### config.mk
export PLATFORM = sky130hd
export DESIGN_NAME = rdac_ramp_seq
export DESIGN_NICKNAME = d
export VERILOG_FILES = /design/src/rtl/rdac_pkg.sv /design/src/rtl/rdac_cfg_reg.sv /design/src/rtl/rdac_prescaler.sv /design/src/rtl/rdac_phase_fsm.sv /design/src/rtl/rdac_ramp_seq.sv
export SDC_FILE = /design/constraint.sdc
export NUM_CORES = 1
export LEC_CHECK = 0
export ABC_AREA = 1
export ABC_CLOCK_PERIOD_IN_PS = 2150
export BUFFER_PORTS_ARGS = -buffer_cell sky130_fd_sc_hd__buf_2
export CORE_MARGIN = 10
export CORE_UTILIZATION = 28
export CTS_CLUSTER_DIAMETER = 200
export DETAILED_ROUTE_END_ITERATION = 8
export GPL_ROUTABILITY_DRIVEN = 0
export GPL_TIMING_DRIVEN = 0
export REMOVE_ABC_BUFFERS = 1
export SYNTH_ARGS = -nofsm -noshare
export SYNTH_HDL_FRONTEND = slang
export SYNTH_SLANG_ARGS = --single-unit
### constraint.sdc
create_clock -name clk -period 2.15 [get_ports clk]
set_input_delay 0.215 -clock clk [delete_from_list [all_inputs] [get_ports clk]]
set_output_delay 0.215 -clock clk [all_outputs]
set_load 0.01 [all_outputs]
### src/rtl/rdac_pkg.sv
package rdac_pkg;
    parameter int DIV_W = 16;
    parameter int MS_W  = 8;
    parameter int CFG_W = DIV_W + 2 * MS_W;
    parameter logic [CFG_W-1:0] CFG_RESET = 32'h3C0A_1F40;

    typedef enum logic [1:0] {
        PH_IDLE = 2'd0,
        PH_FAST = 2'd1,
        PH_COMP = 2'd2,
        PH_HOLD = 2'd3
    } phase_e;

    typedef struct packed {
        logic [MS_W-1:0]  comp_ms;
        logic [MS_W-1:0]  fast_ms;
        logic [DIV_W-1:0] div;
    } ramp_cfg_t;
endpackage

### src/rtl/rdac_cfg_reg.sv
module rdac_cfg_reg
    import rdac_pkg::*;
#(
    parameter int                 W         = CFG_W,
    parameter logic [CFG_W-1:0]   RESET_VAL = CFG_RESET
) (
    input  logic         clk,
    input  logic         rst_n,
    input  logic         we,
    input  logic [W-1:0] wdata,
    output logic [W-1:0] word
);
    logic [W-1:0] word_d, word_q;

    always_comb begin
        word_d = word_q;
        if (we) word_d = wdata;
    end

    always_ff @(posedge clk or negedge rst_n) begin
        if (!rst_n) word_q <= RESET_VAL[W-1:0];
        else        word_q <= word_d;
    end

    assign word = word_q;

    assert_cfg_hold_R2: assert property (@(posedge clk) disable iff (!rst_n)
        !we |=> $stable(word_q));
endmodule

### src/rtl/rdac_prescaler.sv
module rdac_prescaler
    import rdac_pkg::*;
#(
    parameter int W = DIV_W
) (
    input  logic         clk,
    input  logic         rst_n,
    input  logic         run,
    input  logic         restart,
    input  logic [W-1:0] div,
    output logic         tick
);
    logic [W-1:0] pre_d, pre_q;
    logic         wrap;

    assign wrap = (pre_q == div - W'(1));

    always_comb begin
        pre_d = pre_q;
        if (restart || !run) pre_d = '0;
        else if (wrap)       pre_d = '0;
        else                 pre_d = pre_q + W'(1);
    end

    always_ff @(posedge clk or negedge rst_n) begin
        if (!rst_n) pre_q <= '0;
        else        pre_q <= pre_d;
    end

    assign tick = run && wrap;

    assert_pre_in_range_R3: assert property (@(posedge clk) disable iff (!rst_n)
        (run && div != '0) |-> (pre_q < div));
endmodule

### src/rtl/rdac_phase_fsm.sv
module rdac_phase_fsm
    import rdac_pkg::*;
(
    input  logic      clk,
    input  logic      rst_n,
    input  logic      dac_en,
    input  logic [1:0] clr_done,
    input  ramp_cfg_t cfg,
    input  logic      tick,
    output logic      run,
    output logic      restart,
    output logic [DIV_W-1:0] div_eff,
    output logic      fast_en,
    output logic      fast_done,
    output logic      comp_done,
    output logic      done_pulse
);
    typedef struct packed {
        phase_e          ph;
        logic [MS_W-1:0] ms_left;
        ramp_cfg_t       shd;
        logic            en_prev;
        logic            fast_done;
        logic            comp_done;
        logic            pulse;
    } fsm_t;

    fsm_t st_d, st_q;
    logic rise;

    assign rise = dac_en && !st_q.en_prev;

    always_comb begin
        st_d         = st_q;
        st_d.en_prev = dac_en;
        st_d.pulse   = 1'b0;
        restart      = 1'b0;
        if (!dac_en) begin
            st_d.ph        = PH_IDLE;
            st_d.ms_left   = '0;
            st_d.fast_done = 1'b0;
            st_d.comp_done = 1'b0;
        end else begin
            if (clr_done[0]) st_d.fast_done = 1'b0;
            if (clr_done[1]) st_d.comp_done = 1'b0;
            unique case (st_q.ph)
                PH_IDLE: begin
                    if (rise) begin
                        st_d.shd     = cfg;
                        if (cfg.div == '0) st_d.shd.div = DIV_W'(1);
                        st_d.ph      = PH_FAST;
                        st_d.ms_left = cfg.fast_ms;
                        restart      = 1'b1;
                    end
                end
                PH_FAST: begin
                    if (st_q.ms_left == '0 || (tick && st_q.ms_left == MS_W'(1))) begin
                        st_d.fast_done = 1'b1;
                        st_d.ph        = PH_COMP;
                        st_d.ms_left   = st_q.shd.comp_ms;
                        restart        = 1'b1;
                    end else if (tick) begin
                        st_d.ms_left = st_q.ms_left - MS_W'(1);
                    end
                end
                PH_COMP: begin
                    if (st_q.ms_left == '0 || (tick && st_q.ms_left == MS_W'(1))) begin
                        st_d.comp_done = 1'b1;
                        st_d.pulse     = 1'b1;
                        st_d.ph        = PH_HOLD;
                        st_d.ms_left   = '0;
                    end else if (tick) begin
                        st_d.ms_left = st_q.ms_left - MS_W'(1);
                    end
                end
                default: ;
            endcase
        end
    end

    always_ff @(posedge clk or negedge rst_n) begin
        if (!rst_n) st_q <= '0;
        else        st_q <= st_d;
    end

    assign run        = (st_q.ph == PH_FAST) || (st_q.ph == PH_COMP);
    assign div_eff    = st_q.shd.div;
    assign fast_en    = (st_q.ph == PH_FAST) && (st_q.ms_left != '0);
    assign fast_done  = st_q.fast_done;
    assign comp_done  = st_q.comp_done;
    assign done_pulse = st_q.pulse;

    assert_shadow_stable_R8: assert property (@(posedge clk) disable iff (!rst_n)
        (st_q.ph != PH_IDLE && dac_en) |=> $stable(st_q.shd));
    assert_hold_no_restart_R11: assert property (@(posedge clk) disable iff (!rst_n)
        (st_q.ph == PH_HOLD && dac_en) |=> (st_q.ph == PH_HOLD));
endmodule

### src/rtl/rdac_ramp_seq.sv
module rdac_ramp_seq
    import rdac_pkg::*;
(
    input  logic        clk,
    input  logic        rst_n,
    input  logic        cfg_we,
    input  logic [31:0] cfg_wdata,
    output logic [31:0] cfg_rdata,
    input  logic        dac_en,
    input  logic [1:0]  clr_done,
    output logic        fast_ramp_en,
    output logic        fast_done,
    output logic        comp_done,
    output logic        seq_done_pulse
);
    logic [CFG_W-1:0] cfg_word;
    ramp_cfg_t        cfg_s;
    logic             run, restart, tick;
    logic [DIV_W-1:0] div_eff;

    rdac_cfg_reg #(.W(CFG_W), .RESET_VAL(CFG_RESET)) i_cfg (
        .clk   (clk),
        .rst_n (rst_n),
        .we    (cfg_we),
        .wdata (cfg_wdata),
        .word  (cfg_word)
    );

    assign cfg_s     = cfg_word;
    assign cfg_rdata = cfg_word;

    rdac_prescaler #(.W(DIV_W)) i_pre (
        .clk     (clk),
        .rst_n   (rst_n),
        .run     (run),
        .restart (restart),
        .div     (div_eff),
        .tick    (tick)
    );

    rdac_phase_fsm i_fsm (
        .clk        (clk),
        .rst_n      (rst_n),
        .dac_en     (dac_en),
        .clr_done   (clr_done),
        .cfg        (cfg_s),
        .tick       (tick),
        .run        (run),
        .restart    (restart),
        .div_eff    (div_eff),
        .fast_en    (fast_ramp_en),
        .fast_done  (fast_done),
        .comp_done  (comp_done),
        .done_pulse (seq_done_pulse)
    );

    assert_abort_clears_R9: assert property (@(posedge clk) disable iff (!rst_n)
        !dac_en |=> (!fast_ramp_en && !fast_done && !comp_done));
    assert_pulse_single_R5: assert property (@(posedge clk) disable iff (!rst_n)
        seq_done_pulse |=> !seq_done_pulse);
    assert_pulse_with_flag_R5: assert property (@(posedge clk) disable iff (!rst_n)
        seq_done_pulse |-> comp_done);
    assert_phase_exclusive_R4: assert property (@(posedge clk) disable iff (!rst_n)
        fast_ramp_en |-> !comp_done);
endmodule

==> results of run 1 <==
-- per-stage QoR --
step | setup WS (ns) | cell area, um^2 | cells | utilization, %
after CTS | -0.2011 | 5964 | 932 | 35.71
after global routing | -0.4466 | 6111 | 936 | 36.59
after detailed placement | -1.060 | 5413 | 901 | 32.41
after global placement | -1.005 | 5383 | 900 | 32.23
final | -0.2913 | 6111 | 936 | 36.59
after floorplan | -0.04483 | 4742 | 607 | -
-- state kept, by name (all words and copies together), names as in the netlist --
signal,cells
i_fsm.fast_done,1
i_fsm.comp_done,1
i_pre.pre_q,16
i_fsm.st_q,19
i_cfg.word,32
i_fsm.done_pulse,1
i_fsm.div_eff,16
-- cell type report --
type                       instances  share of cell area, %
clock buffer                      11                  3.972
clock inverter                     5                 0.9419
inverter                          73                  4.484
multi-input combinational        450                  41.48
sequential                        86                  35.57
tap                              220                  4.505
timing repair buffer              91                  9.050
-- final timing paths --
check / depth (start not counted) / to
setup / recovery: 16 / i_pre.pre_q[3]
hold / removal: 2 / i_fsm.fast_done
setup reg to reg: 16 / i_pre.pre_q[3]
hold reg to reg: 2 / i_fsm.st_q[33]
max in group asynchronous: 3 / i_cfg.word[19]
min in group asynchronous: 2 / i_cfg.word[4]
-- worst max-delay path, cell delays in order, from the launching register on --
cell	delay, ns
sky130_fd_sc_hd__dfrtp_1	0.40
sky130_fd_sc_hd__inv_2	0.09
sky130_fd_sc_hd__ha_4	0.17
sky130_fd_sc_hd__nand2_8	0.08
sky130_fd_sc_hd__nor2_4	0.17
sky130_fd_sc_hd__nand2_2	0.07
sky130_fd_sc_hd__nand2_2	0.08
sky130_fd_sc_hd__nand2_2	0.06
sky130_fd_sc_hd__nor2_2	0.13
sky130_fd_sc_hd__nand2_1	0.07
sky130_fd_sc_hd__nor2_2	0.12
sky130_fd_sc_hd__nand4_1	0.23
sky130_fd_sc_hd__nand2_4	0.20
sky130_fd_sc_hd__buf_12	0.11
sky130_fd_sc_hd__nand3_4	0.09
sky130_fd_sc_hd__nand4_4	0.18
sky130_fd_sc_hd__nor2_1	0.06
-- cells by family after synthesis --
group | count (synthesis) | synth area share (%)
compound gates | 68 | 7.273
xor+xnor | 26 | 4.727
fa+ha+maj | 8 | 2.078
buf+inv | 88 | 7.247
flops | 86 | 44.99
mux | 17 | 3.974
simple gates | 329 | 29.71
-- cell usage in the layout, fill, tap and decap left out, types with 3 or more instances in the layout --
cell | netlist | routed
sky130_fd_sc_hd__nand2_1 | 194 | 186
sky130_fd_sc_hd__buf_2 | 3 | 72
sky130_fd_sc_hd__dfrtp_1 | 74 | 69
sky130_fd_sc_hd__inv_1 | 67 | 66
sky130_fd_sc_hd__o21ai_0 | 43 | 42
sky130_fd_sc_hd__nor2_1 | 49 | 37
sky130_fd_sc_hd__nand3_1 | 41 | 37
sky130_fd_sc_hd__xor2_1 | 20 | 20
sky130_fd_sc_hd__mux2_2 | 17 | 17
sky130_fd_sc_hd__nor2_4 | 2 | 14
sky130_fd_sc_hd__nor2_2 | 14 | 14
sky130_fd_sc_hd__o21ai_1 | 12 | 12
sky130_fd_sc_hd__dfstp_2 | 12 | 12
sky130_fd_sc_hd__buf_4 | 0 | 12
sky130_fd_sc_hd__nand2_2 | 4 | 9
sky130_fd_sc_hd__a21oi_1 | 9 | 9
sky130_fd_sc_hd__clkbuf_16 | 0 | 9
sky130_fd_sc_hd__xnor2_1 | 6 | 6
sky130_fd_sc_hd__ha_1 | 8 | 6
sky130_fd_sc_hd__inv_2 | 4 | 5
sky130_fd_sc_hd__nor4_1 | 5 | 5
sky130_fd_sc_hd__dfrtp_2 | 0 | 5
sky130_fd_sc_hd__nand3b_1 | 4 | 4
sky130_fd_sc_hd__buf_6 | 2 | 4
sky130_fd_sc_hd__nand2_4 | 0 | 3
sky130_fd_sc_hd__nand3_2 | 1 | 3
sky130_fd_sc_hd__nor3_1 | 3 | 3
sky130_fd_sc_hd__nand4_1 | 3 | 3
-- layer usage --
layer	vias up	global-route usage (%)
met5	-	0
met4	0	4.042
met3	14	2.476
met2	72	16.90
met1	1879	14.89
li1	2157	-
-- timing repair --
action,in CTS,in global routing
pin swaps,7,20
resized for setup,31,30
gates cloned,2,0
hold buffers,1,0
setup endpoints to repair,49,29
buffers inserted,12,4
endpoints found under the hold margin,25,0
-- power by group --
group          switching [W]  internal (W)  total (W)
sequential          0.000431       0.00202    0.00245
clock               0.000660      0.000937    0.00160
combinational        0.00258       0.00178    0.00436
==> flow_results.xml, run 1 <==
<?xml version="1.0" encoding="UTF-8"?>
<metrics>
  <group name="status">
    <metric name="run_status" unit="">complete, but fails checks</metric>
    <metric name="failing_checks" unit="">setup timing</metric>
  </group>
  <group name="synth">
    <metric name="synth.avg_cell_area" unit="um^2">7.745</metric>
    <metric name="synth_sequential_area_ratio" unit="%">44.99</metric>
    <metric name="ys_warn_count" unit="">0</metric>
    <metric name="cell_area_after_synthesis" unit="um^2">4817</metric>
    <metric name="synthTopCellsByArea" unit="">sky130_fd_sc_hd__dfrtp_1, sky130_fd_sc_hd__nand2_1, sky130_fd_sc_hd__dfstp_2, sky130_fd_sc_hd__inv_1, sky130_fd_sc_hd__o21ai_0</metric>
    <metric name="synth_flop_cell" unit="">sky130_fd_sc_hd__dfrtp_1</metric>
    <metric name="synth.ff_latch_count" unit="">86</metric>
    <metric name="async_flop_share" unit="%">100.0</metric>
    <metric name="synth_edf_count" unit="">0</metric>
    <metric name="most_common_cell_in_the_netlist" unit="">sky130_fd_sc_hd__nand2_1</metric>
    <metric name="ys_types" unit="">37</metric>
    <metric name="synth_largest_area_cell" unit="">sky130_fd_sc_hd__dfrtp_1</metric>
    <metric name="syn_inst" unit="">622</metric>
    <metric name="ys_top_cells_by_count" unit="">sky130_fd_sc_hd__nand2_1, sky130_fd_sc_hd__dfrtp_1, sky130_fd_sc_hd__inv_1</metric>
    <metric name="synth.top_cell.area_share" unit="%">38.44</metric>
  </group>
  <group name="placed_design">
    <metric name="place.detailed.hpwl" unit="um">8844</metric>
    <metric name="port-buffer-count" unit="">73</metric>
  </group>
  <group name="detailed_routing">
    <metric name="met1Wirelength" unit="um">5853</metric>
    <metric name="drtIter0Drc" unit="">218</metric>
    <metric name="post_drt_wl_per_cell" unit="um">13.10</metric>
    <metric name="drt-vias-per-instance" unit="">4.404</metric>
    <metric name="dr_wl_met3" unit="um">436</metric>
    <metric name="detailroute.wirelength.met2" unit="um">5769</metric>
    <metric name="route.vias.total" unit="">4122</metric>
    <metric name="finalWirelength" unit="um">12260</metric>
    <metric name="firstDrtPassIters" unit="">4</metric>
    <metric name="ant_nets" unit="">0</metric>
    <metric name="drc" unit="">0</metric>
    <metric name="top_layer" unit="">met4</metric>
  </group>
  <group name="layout">
    <metric name="layout.area.seq" unit="um^2">2173</metric>
    <metric name="finalNetCount" unit="">757</metric>
    <metric name="combined_area_of_the_multi_input_logic_cells" unit="um^2">2535</metric>
    <metric name="antenna_cells" unit="">0</metric>
    <metric name="final_layout_size_suffix_gt1_share" unit="%">27.93</metric>
    <metric name="area.growth.synth_to_final" unit="%">26.86</metric>
    <metric name="filler_cell_count" unit="">1776</metric>
  </group>
  <group name="timing">
    <metric name="skew" unit="ns">0.006964</metric>
    <metric name="finalSetupTns" unit="ns">-7.099</metric>
    <metric name="fmaxAchievable" unit="MHz">409.6</metric>
    <metric name="maxSlewHeadroom" unit="%">45.52</metric>
    <metric name="least_margin_pin_slew" unit="ns">0.8172</metric>
    <metric name="timing.final.ws_setup" unit="ns">-0.2913</metric>
    <metric name="final.min_clock_period" unit="ns">2.441</metric>
    <metric name="fin_hold_ws" unit="ns">0.03193</metric>
    <metric name="timing.final.max_slew_violations" unit="">0</metric>
    <metric name="final.period_utilization" unit="%">113.5</metric>
    <metric name="grt_setup_unrepaired" unit="">true</metric>
    <metric name="timing.final.setup_violations" unit="">29</metric>
    <metric name="finalHoldViolations" unit="">0</metric>
  </group>
  <group name="floorplanning">
    <metric name="io_pins" unit="">74</metric>
    <metric name="num_rows" unit="">47</metric>
    <metric name="die_area" unit="um^2">22850</metric>
    <metric name="starting_density_of_the_core" unit="%">28.84</metric>
    <metric name="core-area" unit="um^2">16700</metric>
    <metric name="die_height" unit="um">151.2</metric>
    <metric name="fp.dieW" unit="um">151.2</metric>
  </group>
  <group name="global_routing">
    <metric name="first_global_vias" unit="">4029</metric>
    <metric name="grt_overflow_total" unit="">0</metric>
    <metric name="grt_use_total" unit="%">11.03</metric>
    <metric name="grt_max_degree" unit="">62</metric>
    <metric name="number_of_antenna_violations_at_the_first_check_in_global_routing" unit="">0</metric>
    <metric name="grt_pass1_wl" unit="um">20270</metric>
  </group>
  <group name="pwr">
    <metric name="cellLeakagePower" unit="nW">2.904</metric>
    <metric name="design_power_total" unit="W">0.008411</metric>
    <metric name="max-vdd-ir-drop" unit="mV">0.5323</metric>
    <metric name="power_density" unit="nW/um^2">1376</metric>
  </group>
  <group name="setup_path">
    <metric name="endpoint_kind" unit="">register</metric>
    <metric name="timing.reg2reg.setup_slack" unit="ns">-0.29</metric>
    <metric name="timing_worst_setup_path_type" unit="">reg -&gt; reg</metric>
    <metric name="crit_path_start_kind" unit="">register</metric>
    <metric name="critical_path_required" unit="ns">2.38</metric>
    <metric name="path_max_fanout" unit="">8</metric>
    <metric name="regToRegStartpoint" unit="">i_fsm.div_eff[0]</metric>
    <metric name="crit_path_start" unit="">i_fsm.div_eff[0]</metric>
    <metric name="cp_data_arrival_time" unit="ns">2.67</metric>
  </group>
  <group name="clock_network">
    <metric name="clock_tree.root_cell" unit="">sky130_fd_sc_hd__clkbuf_16</metric>
    <metric name="clock_path_buffers" unit="">2</metric>
    <metric name="clock-sinks" unit="">86</metric>
    <metric name="cts_tree" unit="">done</metric>
    <metric name="clk_pin_slew_worst_paths" unit="ns">0.07</metric>
    <metric name="clock_insertion_delay_worst_skew" unit="ns">0.35</metric>
    <metric name="htree_num_levels" unit="">3</metric>
    <metric name="cts_inserted_buffers" unit="">9</metric>
  </group>
  <group name="job">
    <metric name="cap_viol_max_count" unit="">0</metric>
  </group>
  <group name="hold_path">
    <metric name="worstHoldStart" unit="">clr_done[0]</metric>
    <metric name="hold_class" unit="">in -&gt; reg</metric>
  </group>
</metrics>
(Power assumes the default switching activity.)
==> inputs of run 2 (changes only) <==
--- a/config.mk
+++ b/config.mk
@@ -8,12 +8,16 @@
 export ABC_AREA = 1
 export ABC_CLOCK_PERIOD_IN_PS = 2150
 export BUFFER_PORTS_ARGS = -buffer_cell sky130_fd_sc_hd__buf_2
+export CELL_PAD_IN_SITES_DETAIL_PLACEMENT = 1
+export CELL_PAD_IN_SITES_GLOBAL_PLACEMENT = 1
+export CORE_ASPECT_RATIO = 1.2
 export CORE_MARGIN = 10
 export CORE_UTILIZATION = 28
 export CTS_CLUSTER_DIAMETER = 200
 export DETAILED_ROUTE_END_ITERATION = 8
 export GPL_ROUTABILITY_DRIVEN = 0
 export GPL_TIMING_DRIVEN = 0
+export PLACE_DENSITY_LB_ADDON = 0.1
 export REMOVE_ABC_BUFFERS = 1
 export SYNTH_ARGS = -nofsm -noshare
 export SYNTH_HDL_FRONTEND = slang
==> run 2 against run 1 <==
The run still ends with setup timing left. Sequential power about the same. Fmax down 0.65%. Flip-flop and latch count unchanged. Utilization up 0.41 points. Clock skew down 0.0031 ns. Register-to-register slack worse by 0.02 ns. Cell count down 0.21%. Largest power group unchanged. Highest routed layer unchanged.
==> flow_results.xml, run 2 (synthesis gave the netlist of run 1 again) <==
<?xml version="1.0" encoding="UTF-8"?>
<metrics>
  <group name="setup_path">
    <metric name="rr_endpoint" unit="">i_fsm.st_q[44]</metric>
    <metric name="timing.reg2reg.worst_path_depth" unit="">20</metric>
    <metric name="crit_path_start_kind" unit="">register</metric>
    <metric name="crit_path_start" unit="">i_fsm.div_eff[1]</metric>
    <metric name="setup.worst_path.end" unit="">i_fsm.st_q[44]</metric>
    <metric name="regToRegStartpoint" unit="">i_fsm.div_eff[1]</metric>
    <metric name="critical_path_required" unit="ns">2.40</metric>
    <metric name="endpoint_kind" unit="">register</metric>
    <metric name="cp_data_arrival_time" unit="ns">2.70</metric>
    <metric name="timing_worst_setup_path_type" unit="">reg -&gt; reg</metric>
    <metric name="path_max_fanout" unit="">6</metric>
    <metric name="timing.reg2reg.setup_slack" unit="ns">-0.31</metric>
  </group>
  <group name="placed_design">
    <metric name="place.detailed.hpwl" unit="um">11080</metric>
    <metric name="numPlacedInstances" unit="">897</metric>
    <metric name="detailedPlace.worstSlack" unit="ns">-1.178</metric>
    <metric name="port-buffer-count" unit="">73</metric>
  </group>
  <group name="clock_network">
    <metric name="clock_path_buffers" unit="">2</metric>
    <metric name="cts_inserted_buffers" unit="">9</metric>
    <metric name="clock_tree.root_cell" unit="">sky130_fd_sc_hd__clkbuf_16</metric>
    <metric name="clock_insertion_delay_worst_skew" unit="ns">0.35</metric>
    <metric name="clock-sinks" unit="">86</metric>
    <metric name="cts_tree" unit="">done</metric>
    <metric name="htree_num_levels" unit="">3</metric>
    <metric name="clk_pin_slew_worst_paths" unit="ns">0.07</metric>
  </group>
  <group name="timing">
    <metric name="finalSetupTns" unit="ns">-5.896</metric>
    <metric name="maxSlewHeadroom" unit="%">27.05</metric>
    <metric name="least_margin_pin_slew" unit="ns">1.090</metric>
    <metric name="timing.final.max_slew_violations" unit="">0</metric>
    <metric name="fmaxAchievable" unit="MHz">407.0</metric>
    <metric name="skew" unit="ns">0.003893</metric>
    <metric name="finalHoldViolations" unit="">0</metric>
    <metric name="timing.final.setup_violations" unit="">29</metric>
    <metric name="final.min_clock_period" unit="ns">2.457</metric>
    <metric name="final.period_utilization" unit="%">114.3</metric>
    <metric name="timing.final.ws_setup" unit="ns">-0.3072</metric>
    <metric name="grt_setup_unrepaired" unit="">true</metric>
  </group>
  <group name="global_routing">
    <metric name="grt_max_degree" unit="">52</metric>
    <metric name="grt_pass1_wl" unit="um">25320</metric>
    <metric name="first_global_vias" unit="">4834</metric>
    <metric name="number_of_antenna_violations_at_the_first_check_in_global_routing" unit="">0</metric>
    <metric name="grt_use_total" unit="%">13.65</metric>
    <metric name="grt_overflow_total" unit="">0</metric>
  </group>
  <group name="floorplanning">
    <metric name="die_area" unit="um^2">22870</metric>
    <metric name="core-area" unit="um^2">16920</metric>
    <metric name="io_pins" unit="">74</metric>
    <metric name="starting_density_of_the_core" unit="%">28.48</metric>
    <metric name="fp.dieW" unit="um">139.7</metric>
    <metric name="die_height" unit="um">163.7</metric>
    <metric name="num_rows" unit="">52</metric>
  </group>
  <group name="detailed_routing">
    <metric name="ant_nets" unit="">0</metric>
    <metric name="post_drt_wl_per_cell" unit="um">16.42</metric>
    <metric name="firstDrtPassIters" unit="">4</metric>
    <metric name="finalWirelength" unit="um">15340</metric>
    <metric name="route.vias.total" unit="">4360</metric>
    <metric name="drtIter0Drc" unit="">175</metric>
    <metric name="drc" unit="">0</metric>
    <metric name="drt-vias-per-instance" unit="">4.668</metric>
  </group>
  <group name="layout">
    <metric name="finalNetCount" unit="">759</metric>
    <metric name="layout_common_cells" unit="">sky130_fd_sc_hd__nand2_1, sky130_fd_sc_hd__buf_2, sky130_fd_sc_hd__dfrtp_1, sky130_fd_sc_hd__inv_1, sky130_fd_sc_hd__o21ai_0</metric>
    <metric name="area.growth.synth_to_final" unit="%">29.95</metric>
    <metric name="postLayoutCoreUtil" unit="%">37.00</metric>
    <metric name="layout.cells.most_common" unit="">sky130_fd_sc_hd__nand2_1</metric>
    <metric name="final_layout_size_suffix_gt1_share" unit="%">31.06</metric>
    <metric name="antenna_cells" unit="">0</metric>
    <metric name="finalNonFillerCells" unit="">934</metric>
    <metric name="largest_register_ff_count" unit="">32</metric>
  </group>
  <group name="job">
    <metric name="cap_viol_max_count" unit="">0</metric>
  </group>
  <group name="pwr">
    <metric name="max-vdd-ir-drop" unit="mV">0.6088</metric>
    <metric name="power_density" unit="nW/um^2">1448</metric>
    <metric name="cellLeakagePower" unit="nW">2.953</metric>
  </group>
  <group name="hold_path">
    <metric name="hold_class" unit="">in -&gt; reg</metric>
  </group>
  <group name="status">
    <metric name="failing_checks" unit="">setup timing</metric>
    <metric name="run_status" unit="">complete, but fails checks</metric>
  </group>
</metrics>
-- run 2: changes by cell type in the layout (fill, tap and decap cells not counted), sizes merged --
cell / before / now
clkinvlp: 0 / 1
buf: 90 / 92
nand3: 42 / 43
nand2: 199 / 198
clkbuf: 11 / 10
-- run 2: where the power goes --
part	internal [W]	total, W	switching (W)	leakage [nW]
Combinational	0.00195	0.00494	0.00299	1.73
Sequential	0.00202	0.00246	0.000444	1.07
Clock	0.000942	0.00166	0.000723	0.149
Total	0.00491	0.00907	0.00415	2.95
-- run 2: through the flow --
step / hold slack, ns / total power [W] / cell area [um^2]
after global routing: 0.03561 / 0.009809 / 6260
after floorplan: -0.08059 / 0.004782 / 4742
after detailed placement: 0.2246 / 0.005910 / 5408
after CTS: 0.01927 / 0.008865 / 6108
final: 0.03088 / 0.009066 / 6260
after global placement: 0.4132 / 0.005826 / 5378
-- run 2: how the worst min path moves through the flow --
stage                      startpoint         endpoint  depth (start not counted)
after floorplan                 rst_n    i_cfg.word[0]                          0
after CTS                 clr_done[0]  i_fsm.fast_done                          2
after global routing      clr_done[0]  i_fsm.fast_done                          2
after detailed placement        rst_n   i_pre.pre_q[1]                          1
after global placement    clr_done[0]  i_fsm.fast_done                          2
final                     clr_done[0]  i_fsm.fast_done                          2
-- run 2: what timing repair did --
item                                    in CTS  in global routing
hold endpoints to repair                    30                  0
gates cloned                                 2                  1
pin swaps                                   29                 26
setup buffers                               14                  4
hold buffers                                 1                  0
endpoints found under the setup margin      53                 45
resized for setup                           56                 32
-- run 2: worst max-delay path: stages (launching register included) --
cell and delay, ns:
sky130_fd_sc_hd__dfrtp_1 0.41, sky130_fd_sc_hd__inv_2 0.10, sky130_fd_sc_hd__ha_4 0.19, sky130_fd_sc_hd__nand2_8 0.08
sky130_fd_sc_hd__nor2_4 0.16, sky130_fd_sc_hd__buf_4 0.13, sky130_fd_sc_hd__nand2_1 0.04, sky130_fd_sc_hd__nand2_1 0.07
sky130_fd_sc_hd__nand2_2 0.06, sky130_fd_sc_hd__nand2_1 0.07, sky130_fd_sc_hd__nor2_2 0.04, sky130_fd_sc_hd__nand2_1 0.07
sky130_fd_sc_hd__nor2_2 0.04, sky130_fd_sc_hd__nand4_1 0.12, sky130_fd_sc_hd__nand2_4 0.12, sky130_fd_sc_hd__buf_16 0.15
sky130_fd_sc_hd__buf_4 0.13, sky130_fd_sc_hd__o21ai_4 0.16, sky130_fd_sc_hd__nand2_2 0.08, sky130_fd_sc_hd__nand3_2 0.07
sky130_fd_sc_hd__nand2_1 0.05
-- run 2: area by class of cell --
cell class | instances | area (um^2)
fill | 2063 | 10660
multi-input combinational | 450 | 2650
sequential | 86 | 2172
timing repair buffer | 93 | 580.6
inverter | 73 | 279.0
tap | 216 | 270.3
clock buffer | 10 | 239.0
clock inverter | 6 | 68.82
-- run 2: routing by layer --
metal | up-vias | GRT usage [%] | routed length, um
met4 | 0 | 5.639 | 312
met5 | - | 0 | 0
met2 | 47 | 25.44 | 8239
met1 | 2136 | 15.06 | 6459
li1 | 2160 | - | -
met3 | 17 | 2.033 | 328
